`config.mk`:
```
export PLATFORM = sky130hd
export DESIGN_NAME = flash_cmd_seq
export DESIGN_NICKNAME = d
export VERILOG_FILES = /design/src/rtl/flash_seq_pkg.sv /design/src/rtl/flash_spi_byte.sv /design/src/rtl/flash_hdr_build.sv /design/src/rtl/flash_cmd_seq.sv
export SDC_FILE = /design/constraint.sdc
export NUM_CORES = 1
export LEC_CHECK = 0
export BUFFER_PORTS_ARGS = -buffer_cell sky130_fd_sc_hd__buf_4
export CORE_MARGIN = 3
export CORE_UTILIZATION = 35
export CTS_BUF_LIST = sky130_fd_sc_hd__clkbuf_4
export DETAILED_ROUTE_END_ITERATION = 10
export PLACE_DENSITY_LB_ADDON = 0.3
export SYNTH_ARGS = -nofsm -noshare
export SYNTH_HDL_FRONTEND = slang
export SYNTH_SLANG_ARGS = --single-unit
export TNS_END_PERCENT = 30
```
`constraint.sdc`:
```
create_clock -name clk -period 2.3 [get_ports clk]
set_input_delay 0.115 -clock clk [delete_from_list [all_inputs] [get_ports clk]]
set_output_delay 0.115 -clock clk [all_outputs]
set_load 0.01 [all_outputs]
```
`src/rtl/flash_seq_pkg.sv`:
```
`timescale 1ns/1ps
package flash_seq_pkg;
  localparam int ADDR_W = 16;
  localparam int HDR_N  = 5;

  typedef enum logic [2:0] {
    K_FETCH   = 3'd0,
    K_BREAD   = 3'd1,
    K_BWRITE  = 3'd2,
    K_PROG_ER = 3'd3,
    K_PROG_NE = 3'd4,
    K_ERASE   = 3'd5
  } cmd_kind_e;

  typedef enum logic [2:0] {
    S_IDLE, S_GAP, S_POLL, S_HDR, S_WR, S_RD
  } seq_state_e;

  localparam logic [7:0] OPC_STATUS = 8'hD7;
  localparam logic [7:0] OPC_ERASE  = 8'h81;
  localparam int         RDY_BIT    = 7;
endpackage

```
`src/rtl/flash_spi_byte.sv`:
```
`timescale 1ns/1ps
module flash_spi_byte #(
  parameter int SCK_HALF = 2
) (
  input  logic       clk,
  input  logic       rst_n,
  input  logic       start,
  input  logic [7:0] tx,
  input  logic       miso,
  output logic       sck,
  output logic       mosi,
  output logic       byte_done,
  output logic [7:0] rx
);
  localparam int DW = (SCK_HALF > 1) ? $clog2(SCK_HALF) : 1;
  localparam logic [DW-1:0] DIV_END = DW'(SCK_HALF - 1);

  logic          active;
  logic [DW-1:0] div_cnt;
  logic [2:0]    bit_cnt;
  logic [7:0]    tx_sh;
  logic [7:0]    rx_sh;

  always_ff @(posedge clk or negedge rst_n) begin
    if (!rst_n) begin
      active    <= 1'b0;
      div_cnt   <= '0;
      bit_cnt   <= '0;
      tx_sh     <= '0;
      rx_sh     <= '0;
      sck       <= 1'b0;
      byte_done <= 1'b0;
    end else begin
      byte_done <= 1'b0;
      if (!active) begin
        if (start) begin
          active  <= 1'b1;
          tx_sh   <= tx;
          div_cnt <= '0;
          bit_cnt <= '0;
          sck     <= 1'b0;
        end
      end else if (div_cnt == DIV_END) begin
        div_cnt <= '0;
        if (!sck) begin
          sck   <= 1'b1;
          rx_sh <= {rx_sh[6:0], miso};
        end else begin
          sck <= 1'b0;
          if (bit_cnt == 3'd7) begin
            active    <= 1'b0;
            byte_done <= 1'b1;
          end else begin
            bit_cnt <= bit_cnt + 3'd1;
            tx_sh   <= {tx_sh[6:0], 1'b0};
          end
        end
      end else begin
        div_cnt <= div_cnt + DW'(1);
      end
    end
  end

  assign mosi = tx_sh[7];
  assign rx   = rx_sh;
endmodule

```
`src/rtl/flash_hdr_build.sv`:
```
`timescale 1ns/1ps
module flash_hdr_build
  import flash_seq_pkg::*;
#(
  parameter int PAGE_BITS = 9
) (
  input  logic [2:0]              kind,
  input  logic                    buf_sel,
  input  logic [ADDR_W-1:0]       addr,
  output logic [HDR_N-1:0][7:0]   hdr,
  output logic [2:0]              hdr_last,
  output logic                    is_rd,
  output logic                    is_wr
);
  localparam int SHIFT = PAGE_BITS - 8;

  logic [ADDR_W-1:0] page_word;
  logic [7:0]        opc;
  logic              buf_cmd;

  assign page_word = addr << SHIFT;

  always_comb begin
    opc     = OPC_ERASE;
    buf_cmd = 1'b0;
    is_rd   = 1'b0;
    is_wr   = 1'b0;
    case (kind)
      K_FETCH:   opc = buf_sel ? 8'h55 : 8'h53;
      K_BREAD:   begin opc = buf_sel ? 8'h56 : 8'h54; buf_cmd = 1'b1; is_rd = 1'b1; end
      K_BWRITE:  begin opc = buf_sel ? 8'h87 : 8'h84; buf_cmd = 1'b1; is_wr = 1'b1; end
      K_PROG_ER: opc = buf_sel ? 8'h86 : 8'h83;
      K_PROG_NE: opc = buf_sel ? 8'h89 : 8'h88;
      default:   opc = OPC_ERASE;
    endcase
  end

  always_comb begin
    hdr    = '0;
    hdr[0] = opc;
    if (buf_cmd) begin
      hdr[1]   = 8'h00;
      hdr[2]   = addr[15:8];
      hdr[3]   = addr[7:0];
      hdr[4]   = 8'h00;
      hdr_last = is_rd ? 3'd4 : 3'd3;
    end else begin
      hdr[1]   = page_word[15:8];
      hdr[2]   = page_word[7:0];
      hdr[3]   = 8'h00;
      hdr_last = 3'd3;
    end
  end
endmodule

```
`src/rtl/flash_cmd_seq.sv`:
```
`timescale 1ns/1ps
module flash_cmd_seq
  import flash_seq_pkg::*;
#(
  parameter int PAGE_BITS = 9,
  parameter int SCK_HALF  = 2,
  parameter int CS_GAP    = 2,
  parameter int LEN_W     = 10
) (
  input  logic             clk,
  input  logic             rst_n,
  input  logic             cmd_valid,
  output logic             cmd_ready,
  input  logic [2:0]       cmd_op,
  input  logic             cmd_buf_sel,
  input  logic [15:0]      cmd_addr,
  input  logic [LEN_W-1:0] cmd_len,
  input  logic             wr_valid,
  output logic             wr_ready,
  input  logic [7:0]       wr_data,
  output logic             rd_valid,
  input  logic             rd_ready,
  output logic [7:0]       rd_data,
  output logic             done,
  output logic             spi_cs_n,
  output logic             spi_sck,
  output logic             spi_mosi,
  input  logic             spi_miso
);
  localparam int GW = (CS_GAP > 1) ? $clog2(CS_GAP) : 1;
  localparam logic [GW-1:0]    GAP_END = GW'(CS_GAP - 1);
  localparam logic [LEN_W-1:0] ONE     = LEN_W'(1);

  seq_state_e state, gap_next;
  logic [GW-1:0]            gap_cnt;
  logic [2:0]               idx;
  logic                     poll_ph;
  logic                     wait_byte;
  logic [LEN_W-1:0]         rem;
  logic [HDR_N-1:0][7:0]    hdr_q;
  logic [2:0]               last_q;
  logic                     rd_q, wr_q;
  logic [7:0]               rd_data_q;
  logic                     rd_valid_q;

  logic [HDR_N-1:0][7:0]    hdr_c;
  logic [2:0]               last_c;
  logic                     rd_c, wr_c;

  logic       sp_start, sp_done;
  logic [7:0] sp_tx, sp_rx;

  flash_hdr_build #(.PAGE_BITS(PAGE_BITS)) u_hdr (
    .kind     (cmd_op),
    .buf_sel  (cmd_buf_sel),
    .addr     (cmd_addr),
    .hdr      (hdr_c),
    .hdr_last (last_c),
    .is_rd    (rd_c),
    .is_wr    (wr_c)
  );

  flash_spi_byte #(.SCK_HALF(SCK_HALF)) u_byte (
    .clk       (clk),
    .rst_n     (rst_n),
    .start     (sp_start),
    .tx        (sp_tx),
    .miso      (spi_miso),
    .sck       (spi_sck),
    .mosi      (spi_mosi),
    .byte_done (sp_done),
    .rx        (sp_rx)
  );

  always_comb begin
    sp_start = 1'b0;
    sp_tx    = 8'h00;
    case (state)
      S_POLL: if (!wait_byte) begin
        sp_start = 1'b1;
        sp_tx    = poll_ph ? 8'h00 : OPC_STATUS;
      end
      S_HDR: if (!wait_byte) begin
        sp_start = 1'b1;
        sp_tx    = hdr_q[idx];
      end
      S_WR: if (!wait_byte && wr_valid) begin
        sp_start = 1'b1;
        sp_tx    = wr_data;
      end
      S_RD: if (!wait_byte && !rd_valid_q) begin
        sp_start = 1'b1;
      end
      default: ;
    endcase
  end

  assign cmd_ready = (state == S_IDLE);
  assign wr_ready  = (state == S_WR) && !wait_byte;
  assign rd_valid  = rd_valid_q;
  assign rd_data   = rd_data_q;

  always_ff @(posedge clk or negedge rst_n) begin
    if (!rst_n) begin
      state      <= S_IDLE;
      gap_next   <= S_POLL;
      gap_cnt    <= '0;
      idx        <= '0;
      poll_ph    <= 1'b0;
      wait_byte  <= 1'b0;
      rem        <= '0;
      hdr_q      <= '0;
      last_q     <= '0;
      rd_q       <= 1'b0;
      wr_q       <= 1'b0;
      rd_data_q  <= '0;
      rd_valid_q <= 1'b0;
      done       <= 1'b0;
      spi_cs_n   <= 1'b1;
    end else begin
      done <= 1'b0;
      if (sp_start)     wait_byte <= 1'b1;
      else if (sp_done) wait_byte <= 1'b0;

      case (state)
        S_IDLE: if (cmd_valid) begin
          hdr_q    <= hdr_c;
          last_q   <= last_c;
          rd_q     <= rd_c;
          wr_q     <= wr_c;
          rem      <= cmd_len;
          gap_cnt  <= '0;
          gap_next <= S_POLL;
          poll_ph  <= 1'b0;
          state    <= S_GAP;
        end
        S_GAP: begin
          if (gap_cnt == GAP_END) begin
            spi_cs_n <= 1'b0;
            state    <= gap_next;
          end else begin
            gap_cnt <= gap_cnt + GW'(1);
          end
        end
        S_POLL: if (sp_done) begin
          if (!poll_ph) begin
            poll_ph <= 1'b1;
          end else begin
            poll_ph  <= 1'b0;
            idx      <= '0;
            gap_cnt  <= '0;
            spi_cs_n <= 1'b1;
            gap_next <= sp_rx[RDY_BIT] ? S_HDR : S_POLL;
            state    <= S_GAP;
          end
        end
        S_HDR: if (sp_done) begin
          if (idx == last_q) begin
            if (!(rd_q || wr_q) || rem == '0) begin
              spi_cs_n <= 1'b1;
              done     <= 1'b1;
              state    <= S_IDLE;
            end else begin
              state <= rd_q ? S_RD : S_WR;
            end
          end else begin
            idx <= idx + 3'd1;
          end
        end
        S_WR: if (sp_done) begin
          rem <= rem - ONE;
          if (rem == ONE) begin
            spi_cs_n <= 1'b1;
            done     <= 1'b1;
            state    <= S_IDLE;
          end
        end
        S_RD: begin
          if (sp_done) begin
            rd_data_q  <= sp_rx;
            rd_valid_q <= 1'b1;
          end else if (rd_valid_q && rd_ready) begin
            rd_valid_q <= 1'b0;
            rem        <= rem - ONE;
            if (rem == ONE) begin
              spi_cs_n <= 1'b1;
              done     <= 1'b1;
              state    <= S_IDLE;
            end
          end
        end
        default: state <= S_IDLE;
      endcase
    end
  end
endmodule

```
* Word-level counts from Yosys, hierarchy flattened
Index checks and enable logic that the tools add are counted.
** Word-level totals
- Bits in writable memories :: 0
- Memories :: 0
- Output and inout port bits :: 15
- Word-level logic and storage cells :: 200
- Bits in registers :: 93
- Memory bits (read-only) :: 0
- Latch bits :: 0
- Input bits :: 44
** Operators by class
- Equality and inequality tests :: 26
- Reductions and logical operators :: 35
- Muxes and demuxes :: 107
- Multiply operators :: 0
- Shift operators :: 0
- $lt $le $gt $ge :: 1
- Add/sub/neg operators :: 5
- Bitwise logic cells :: 1
- Divide/modulo/power cells :: 0
** Operator list (number)
- $mux W3 :: 27
- $mux W8 :: 10
- $mux W1 :: 51
- $mux W10 :: 4
- $pmux W8 S5 :: 1
- $pmux W10 S3 :: 1
- $bmux W8 S3 :: 1
- $mux W24 :: 1
- $pmux W8 S3 :: 1
- $ne A2 B2 Y1 const B :: 10
- $pmux W3 S6 :: 1
- $eq A3 B2 Y1 const B :: 4
- $eq A3 B3 Y1 const B :: 4
- $pmux W3 S2 :: 2
- $reduce_and A4 Y1 :: 3
- $eq A10 B1 Y1 const B :: 1
- $logic_not A10 Y1 :: 1
- $reduce_and A10 Y1 :: 1
- $reduce_and A5 Y1 :: 2
- $reduce_bool A2 Y1 :: 5
- $sub A10 B1 Y10 const B :: 1
- $pmux W1 S3 :: 3
- $reduce_and A9 Y1 :: 1
- $ne A2 B1 Y1 const B :: 4
- 18 further kinds :: 35

* Logic depth before layout (Yosys ltp)
Gate-level depths: netlist (run 1).
- Depth in word-level cells :: 7
- Mapped depth :: 8
- Depth with buffers taken out :: 7

* Modules after synthesis
From an unflattened synthesis (run 1), not the netlist that was laid out.
** Second synthesis, totals
- Cell total of the unflattened synthesis :: 469
- Area, all modules :: 5376.4 µm²
** By module, submodules not included
- flash_cmd_seq :: times used 1, sequential area each 1903.1 µm², area each 3922.5 µm², cells an instance 340
- flash_spi_byte :: times used 1, sequential area each 575.6 µm², area each 1041.0 µm², cells an instance 71
- flash_hdr_build :: times used 1, sequential area each 0.0 µm², area each 412.9 µm², cells an instance 58

* Worst setup path after synthesis (run 1)
OpenSTA, ideal clock, no wires.
- Kind :: register -> register
- Start point :: reg rem[0]
- End point :: reg rem[8]
- Cell stages (with the launch flop) :: 8
- Library setup time :: 0.121 ns
- Required time :: 2.179 ns
- Data arrival time :: 2.139 ns
- Path buffers :: 0
- Clock period less this slack :: 2.261 ns
- Path slack :: 0.039 ns
- Cell sequence :: dfrtp_1 inv_1 ha_1 or3b_2 or3_1 or3_1 o22a_1 o22a_1
** Between the ends
- Word-level cells in the longest chain between the ends :: 4
- Elaborated cells between the ends (all ways) :: 5
- Those cells by class :: 1 x add/sub; 4 x mux
** RTL lines
- start: declaration :: line flash_cmd_seq.sv:39 : logic [LEN_W-1:0] rem;
- start signal: assignment :: line flash_cmd_seq.sv:131 : rem <= cmd_len;
- start signal: assignment :: line flash_cmd_seq.sv:171 : rem <= rem - ONE;
- start signal: assignment :: line flash_cmd_seq.sv:184 : rem <= rem - ONE;
- $sub A10 B1 Y10 (*) :: line flash_cmd_seq.sv:171, flash_cmd_seq.sv:184
- $mux W10 :: line flash_cmd_seq.sv:182 : end else if (rd_valid_q && rd_ready) begin
- $mux W10 :: line flash_cmd_seq.sv:179 : if (sp_done) begin
- $pmux W10 S3 (*) :: line flash_cmd_seq.sv:125 : case (state)
Every way passes the cells marked *; elsewhere a longest branch is shown, timed or not. The select of a mux whose other input is x is not followed.
A chain may end at the register's enable or synchronous reset.

* Final worst setup path (run 1)
- Start point :: reg rem[1]
- End point :: reg rem[8]
The elaborated chain is that of the path after synthesis.

==> qor.txt, run 1 <==
Antenna diodes - 0
CP max stage delay - 0.41 ns
Fin. Hold Viols - 0
number of I/O pins - 59
CTS tree - built
top-count cell post-synth - dfrtp_1
largest net degree at the start of global routing - 58
gpl congestion - 0.8509
fin cells - 692
Final Critical Period - 2.209 ns
worst path cell trace - inv_1, ha_2, or3b_4, or3_4, or3_4, o22a_1, o22a_1
Sum Neg Setup Slack - 0 ns
RSZ-0062 raised after global routing - no
Syn Area/Cell - 10.82 um^2
post-synth top area cell - dfrtp_1
Yosys cell types - 57
status - complete, no violations
Synth top cells by count - dfrtp_1, nand2_1, o21ai_0
drt via density - 5.172
drt pass-1 iters - 5
share of the synthesized area in the top cell type - 48.36%
DR iter-0 viols - 166
Synth-to-Final Area Change - 27.88%
vias in the first global route - 3669
Synth Area in Compound Gates - 18.79%
fillers - 1185
Worst VDD drop - 0.3506 mV
die area - 14260 um^2
hold_ws - 0.07509 ns
fin. max-slew vios - 0
Clock Pin Slew Worst Setup and Hold Paths - 0.13 ns
row cnt - 40
main combinational cell family by area after synthesis - compound AO/OA/AOI/OAI gates
Placed Area - 5250 um^2
I/O Buffers - 58
LEAKAGE - 0.002667 uW
total core area - 12310 um^2
CP Launch Type - flip-flop
Slew @ Worst Pin - 0.8078 ns
GRT Overall Usage - 15.52%
final WL - 10.53 mm
Seq/Total Area, Yosys - 48.94%
chip width - 119.4 um
Tcrit/Tclk final - 96.04%
Synth Net Count - 469
post-synthesis cell count - 416
ratio of cells with drive above 1 in the final layout - 26.34%
Critical Path RT - 2.66 ns
Inst Count DP - 643
Ys Warns - 0
FF/Latch Area - 2205 um^2
Synth Flop Type - dfrtp_1
reg-to-reg setup timing slack - 0.09 ns
post-synthesis xor/xnor area fraction - 0.7782%
CTS Sinks - 88
worst hold path type - in2reg
Slew HR - 45.65%
global-route wire length before repair - 17.86 mm
Clock Path Buffers - 2
remaining global-route overflow - 0
initial antenna violation count - 0
fmax - 0.4527 GHz
area taken by multi-input logic gates - 2148 um^2
CTS buffer count - 9
Final Skew - 0.01107 ns
Async SR Flop Fraction - 100.0%
worst-path fanout max - 3
largest cells by area after synthesis - dfrtp_1, mux2_2, a22o_1
Die Ht - 119.4 um
DR WL/cell - 15.21 um
Clk Latency, worst-skew pair - 0.45 ns
mux cell area share after synthesis - 13.76%
Clk Tree Root Cell - clkbuf_4
EDFF count, synth - 0
DR vias - 3579
Post-Synth Simple-Gate Area - 11.56%
CP Buf/Inv Count - 1
antenna viol nets, final - 0
nets - 573
CP Capture Type - flip-flop
Final Setup Violations - 0
Data arrival, critical path - 2.57 ns
H-tree depth - 3
post-detail-place hpwl - 7.695 mm
Post-Syn Area - 4502 um^2
WS Path Type - reg2reg
Adder-Cell Fraction of Synth Area - 2.501%
synthesized flop and latch total - 88
delay-heaviest family, CP - simple AND/OR/NAND/NOR gates
max_cap viols - 0
PwrDens - 474.0 nW/um^2
Total Power - 2729 uW
worst-path cell with the longest stage delay - dfrtp_1
Finished Cell Area - 5757 um^2
starting density of the core - 36.57%
DRC - 0
[worst reg2reg max path, cell delays in order (launching register included)]
cell     delay (ns)
dfrtp_1        0.41
inv_1          0.09
ha_2           0.18
or3b_4         0.39
or3_4          0.35
or3_4          0.34
o22a_1         0.18
o22a_1         0.18
[logic make-up after synthesis]
logic type               count (synthesis)
AO/OA/AOI/OAI                          121
flip-flops                              88
adder cells (fa/ha/maj)                  9
AND/OR/NAND/NOR                        103
multiplexers                            50
XOR/XNOR                                 4
buffers and inverters                   41
[layout make-up]
type / count / area share [%]
sequential: 88 / 38.30
multi-input combinational: 287 / 37.32
timing repair buffer: 118 / 17.04
tap: 168 / 3.651
clock inverter: 6 / 1.478
clock buffer: 9 / 1.174
inverter: 16 / 1.043
[per-stage QoR]
step                      utilization, %  setup slack [ns]
final                              46.76           0.09112
after global routing               46.76           0.01128
after CTS                          46.69           0.08726
after detailed placement           42.64          -0.03056
after global placement             42.64           0.07064
after floorplan                        -           0.03936
[layer usage]
| layer | global-route usage, % | routed length (um) |
|---|---|---|
| met1 | 20.04 | 4783 |
| met2 | 25.57 | 5093 |
| met3 | 4.368 | 465 |
| met4 | 4.366 | 184 |
| met5 | 0 | 0 |
[report_power, final]
| group | internal [uW] | switching [uW] | total [uW] |
|---|---|---|---|
| logic | 117 | 89.8 | 206 |
| registers | 1550 | 5.87 | 1560 |
| clock network | 431 | 532 | 963 |
[sequential cells by signal (all words and copies together) (netlist names), 2 cells and up]
name / cells
idx: 3
rd_data: 8
u_byte.rx: 8
u_byte.tx_sh: 8
state: 3
rem: 10
hdr_q: 30
last_q: 2
u_byte.bit_cnt: 3
[worst paths after layout]
kind,depth (start not counted),end,start
max,7,rem[8],rem[1]
min in group asynchronous,2,rem[6],rst_n
max in group asynchronous,3,spi_cs_n,rst_n
max reg2reg,7,rem[8],rem[1]
min reg2reg,2,hdr_q[19],hdr_q[19]
min,4,rem[2],cmd_len[2]
[repair_timing]
item,in CTS,in global routing
setup buffers,1,0
hold buffers,33,0
setup endpoints to repair,1,4
gates resized for setup,2,3
hold endpoints to repair,116,0
[layout by cell type (no fill, tap or decap), types with 3 or more instances in the layout]
cell / count
dfrtp_1: 86
buf_4: 84
nand2_1: 42
dlygate4sd3_1: 33
o21ai_0: 29
a22o_1: 23
a21oi_1: 22
mux2_2: 20
mux2i_1: 18
inv_1: 16
nor2_1: 14
o22a_1: 12
clkbuf_4: 9
nor3_1: 8
ha_1: 8
a21o_1: 7
mux4_2: 7
nand3_1: 6
mux2_1: 5
nand4_1: 4
nor2b_1: 4
nor4_1: 4
o21a_1: 3
and2_1: 3
nand2b_1: 3
a31oi_1: 3
a22oi_1: 3
a222oi_1: 3
Power figures use the tool's default switching activity.
==> run 2: changes to the inputs <==
- SYNTH_HIERARCHICAL: unset -> 1
==> qor.txt, run 2 <==
Inst Count DP - 704
antenna viol nets, final - 0
DRC - 0
share of the synthesized area in the top cell type - 45.61%
Synth top cells by count - dfrtp_1, mux2_2, nand2_1
Antenna diodes - 0
Die Ht - 129.9 um
total core area - 14750 um^2
nets - 612
CP Launch Type - flip-flop
post-detail-place hpwl - 8.314 mm
worst hold path type - in2reg
post-synth top area cell - dfrtp_1
EDFF count, synth - 0
top-count cell post-synth - dfrtp_1
Yosys cell types - 66
worst-path fanout max - 11
CTS Sinks - 99
DR iter-0 viols - 165
Total Power - 6892 uW
final WL - 11.60 mm
DR vias - 3788
Critical Path RT - 2.66 ns
fin. max-slew vios - 0
DR WL/cell - 15.48 um
Slew @ Worst Pin - 0.7081 ns
global-route wire length before repair - 19.42 mm
max_cap viols - 0
commonest non-fill, non-tap cell in the layout - dfrtp_1
Synth-to-Final Area Change - 20.22%
ratio of cells with drive above 1 in the final layout - 36.64%
Clk Latency, worst-skew pair - 0.47 ns
Syn Area/Cell - 11.46 um^2
Final Critical Period - 2.144 ns
Clock Pin Slew Worst Setup and Hold Paths - 0.16 ns
initial antenna violation count - 0
Final Setup Violations - 0
gpl congestion - 0.8068
CP Capture Type - flip-flop
PwrDens - 1066 nW/um^2
Setup Buffers After CTS - 0
WS Path Type - reg2reg
remaining global-route overflow - 0
drt pass-1 iters - 4
Data arrival, critical path - 2.50 ns
Final Util - 43.81%
status - complete, no violations
row cnt - 44
number of I/O pins - 59
Async SR Flop Fraction - 100.0%
Clk Tree Root Cell - clkbuf_4
Seq/Total Area, Yosys - 46.10%
Sum Neg Setup Slack - 0 ns
largest registers - hdr_q x40, rem x10
largest net degree at the start of global routing - 54
Fin. Hold Viols - 0
I/O Buffers - 58
drt via density - 5.057
largest cells by area after synthesis - dfrtp_1, mux2_2, mux4_2
die area - 16880 um^2
Tcrit/Tclk final - 93.21%
chip width - 129.9 um
fillers - 1392
Clock Path Buffers - 2
fin cells - 749
Slew HR - 52.80%
GRT Overall Usage - 14.55%
CTS buffer count - 9
Ys Warns - 6
most frequent cells in the layout - dfrtp_1, mux2_2, buf_4
fmax - 0.4665 GHz
Top reg by flops - hdr_q
Largest register FFs - 40
CTS tree - built
H-tree depth - 3
LEAKAGE - 0.002902 uW
post-synthesis cell count - 469
synthesized flop and latch total - 99
starting density of the core - 36.44%
RSZ-0062 raised after global routing - no
Synth Flop Type - dfrtp_1
Worst VDD drop - 0.4076 mV
Post-Syn Area - 5376 um^2
hold_ws - 0.04825 ns
vias in the first global route - 3903
Final Skew - 0.01464 ns
run 2: cell type report:
class                      instances  area, um^2  share of cell area [%]
clock buffer                      11       82.58                   1.278
clock inverter                     5       62.56                  0.9679
inverter                          17       63.81                  0.9872
multi-input combinational        326        2645                   40.92
sequential                        99        2479                   38.35
tap                              184       230.2                   3.562
timing repair buffer             107       900.9                   13.94
run 2: final timing paths:
kind / startpoint / to / slack [ns] / cells past startpoint
max in group asynchronous: rst_n / u_byte/bit_cnt[1] / 1.35 / 3
worst max register to register: state[2] / u_byte/tx_sh[5] / 0.16 / 7
min in group asynchronous: rst_n / hdr_q[23] / 0.22 / 2
worst min register to register: u_byte/tx_sh[0] / u_byte/tx_sh[0] / 0.50 / 1
worst min-delay path: cmd_len[9] / rem[9] / 0.05 / 4
worst max-delay path: state[2] / u_byte/tx_sh[5] / 0.16 / 7
run 2: cells by family after synthesis:
logic type,after synthesis,synth area share (%)
other,1,0.06975
flip-flops,99,46.10
multiplexers,97,22.36
buffers and inverters,52,5.399
AO/OA/AOI/OAI,90,10.50
AND/OR/NAND/NOR,117,12.75
adder cells (fa/ha/maj),8,1.862
XOR/XNOR,5,0.9542
run 2: report_power, final:
part | total [uW] | switching, uW | internal [uW]
combinational | 2890 | 1300 | 1590
clock | 976 | 614 | 362
sequential | 3020 | 563 | 2460
run 2: worst max-delay path, cell delays in order (launching register included):
cell and delay, ns:
dfrtp_1 0.45, inv_1 0.12, or3_4 0.42, nor3b_2 0.24, o21a_2 0.23, a21oi_2 0.07, buf_4 0.20, mux2_4 0.31
run 2: per-layer routing:
| layer | vias to the layer above | global-route usage (%) | wire, um |
|---|---|---|---|
| met1 | 1838 | 20.06 | 5468 |
| met3 | 16 | 2.374 | 407 |
| met5 | - | 0 | 0 |
| li1 | 1862 | - | - |
| met4 | 0 | 5.746 | 216 |
| met2 | 72 | 23.02 | 5504 |
run 2: repair_timing:
| item | in CTS | in global routing |
|---|---|---|
| gates resized for setup | 0 | 2 |
| setup endpoints to repair | 0 | 7 |
| hold buffers | 29 | 0 |
| hold endpoints to repair | 88 | 0 |
run 2: stage by stage:
stage / setup WS (ns) / instance area, um^2
3_5_place_dp: 0.1630 / 6022
6_report: 0.1563 / 6464
4_1_cts: 0.1128 / 6457
3_3_place_gp: 0.2436 / 6022
5_1_grt: 0.04361 / 6464
2_1_floorplan: 0.09438 / 5406
==> run 3: changes to the inputs <==
- CORE_UTILIZATION: 35 -> 55
==> qor.txt, run 3 (synthesis gave the netlist of run 2 again) <==
status - complete, no violations
largest net degree at the start of global routing - 68
Slew @ Worst Pin - 0.5176 ns
worst-path fanout max - 5
Post-Place Setup Slack - 0.1292 ns
antenna viol nets, final - 0
Largest register FFs - 40
FF/Latch Area - 2479 um^2
CP Capture Type - flip-flop
max_cap viols - 0
DR WL/cell - 15.85 um
hold path startpoint - cmd_addr[0]
Data arrival, critical path - 2.51 ns
vias in the first global route - 3986
Setup Buffers After CTS - 0
setup slack after layout - 0.1770 ns
Clk Tree Root Cell - clkbuf_4
area taken by multi-input logic gates - 2646 um^2
Clock Pin Slew Worst Setup and Hold Paths - 0.15 ns
DRC - 0
Worst VDD drop - 0.8918 mV
CTS Sinks - 99
drt pass-1 iters - 4
die area - 11000 um^2
fillers - 703
Sum Neg Setup Slack - 0 ns
largest registers - hdr_q x40, rem x10
post-detail-place hpwl - 7.890 mm
GRT Overall Usage - 21.01%
Top reg by flops - hdr_q
Final Critical Period - 2.123 ns
Die Ht - 104.9 um
RSZ-0062 raised after global routing - no
total core area - 9371 um^2
Synth-to-Final Area Change - 19.18%
row cnt - 35
nets - 613
Clk Latency, worst-skew pair - 0.45 ns
Clock Power Share - 14.6%
Inst Count DP - 654
Logic pwr share - 41.9%
Clock Path Buffers - 2
Switching Share - 35.09%
Tcrit/Tclk final - 92.30%
initial antenna violation count - 0
worst hold path type - in2reg
CP Launch Type - flip-flop
LEAKAGE - 0.002917 uW
Total Power - 6946 uW
gpl congestion - 0.8825
fin. max-slew vios - 0
Internal Power - 4509 uW
WS Path Type - reg2reg
chip width - 104.9 um
Seq pwr share - 43.5%
starting density of the core - 57.37%
Slew HR - 65.41%
PwrDens - 1084 nW/um^2
H-tree depth - 3
DR vias - 3874
fin cells - 695
CP Launch Point - rem[0]
worst reg2reg startpoint - rem[0]
number of I/O pins - 59
Critical Path RT - 2.69 ns
most frequent cells in the layout - dfrtp_1, buf_4, mux2_2
commonest non-fill, non-tap cell in the layout - dfrtp_1
global-route wire length before repair - 18.86 mm
Fin. Hold Viols - 0
remaining global-route overflow - 0
Final Skew - 0.01235 ns
ratio of cells with drive above 1 in the final layout - 36.75%
final WL - 11.02 mm
Psw - 2438 uW
DR iter-0 viols - 149
I/O Buffers - 58
Antenna diodes - 0
Final Setup Violations - 0
drt via density - 5.574
fmax - 0.4710 GHz
CTS tree - built
CTS buffer count - 9
-- run 3: worst paths after layout --
kind	end	slack, ns	cells after the start
worst max register to register	rem[8]	0.18	7
worst max-delay path	rem[8]	0.18	7
worst min register to register	u_byte/tx_sh[0]	0.51	1
max in group asynchronous	u_byte/tx_sh[5]	1.48	3
worst min-delay path	hdr_q[24]	0.03	3
min in group asynchronous	rd_data[0]	0.14	2
-- run 3: worst max-delay path, stage by stage (launching register included) --
cell       delay, ns
dfrtp_1         0.45
inv_1           0.09
ha_1            0.20
or3b_2          0.47
nor3_1          0.40
nand2_1         0.12
a21oi_1         0.17
a2bb2oi_1       0.17
-- run 3: routing by layer --
metal / wire length, um / vias to the layer above / global-route usage, % / share of wire (%)
li1: - / 1859 / - / -
met1: 4770 / 1912 / 26.49 / 43
met2: 5630 / 90 / 36.43 / 51
met3: 441 / 13 / 4.262 / 4.0
met4: 173 / 0 / 6.467 / 1.6
met5: 0 / - / 0 / 0
-- run 3: final cells by class --
type                    instances  area share, %
clock buffers                   9          1.054
clock inverters                 7          1.426
inverters                      17         0.9959
multi-input cells             326          41.30
flip-flops and latches         99          38.68
well taps                     129          2.519
repair buffers                108          14.02
-- run 3: timing repair --
item                                    in CTS  in global routing
hold endpoints to repair                    59                  0
endpoints found under the setup margin       0                  3
hold buffers                                25                  0
gates resized for setup                      0                  1
-- run 3: power by group through the flow --
| stage | registers, uW | logic (uW) | clock network, uW |
|---|---|---|---|
| 6_report | 3020 | 2910 | 1010 |
| 5_1_grt | 3130 | 3200 | 1120 |
| 4_1_cts | 3020 | 2930 | 1040 |
| 3_5_place_dp | 3050 | 2880 | 0 |
| 3_3_place_gp | 3000 | 2760 | 0 |
| 2_1_floorplan | 2880 | 2240 | 0 |
-- run 3: metrics by stage --
stage                     util [%]  hold WS [ns]  area, um^2
after floorplan                  -       -0.1806        5406
after global placement       63.93       0.08168        5991
after detailed placement     63.93       0.08595        5991
after CTS                    68.29     0.0009360        6400
after global routing         68.37      0.001406        6407
final                        68.37       0.02739        6407
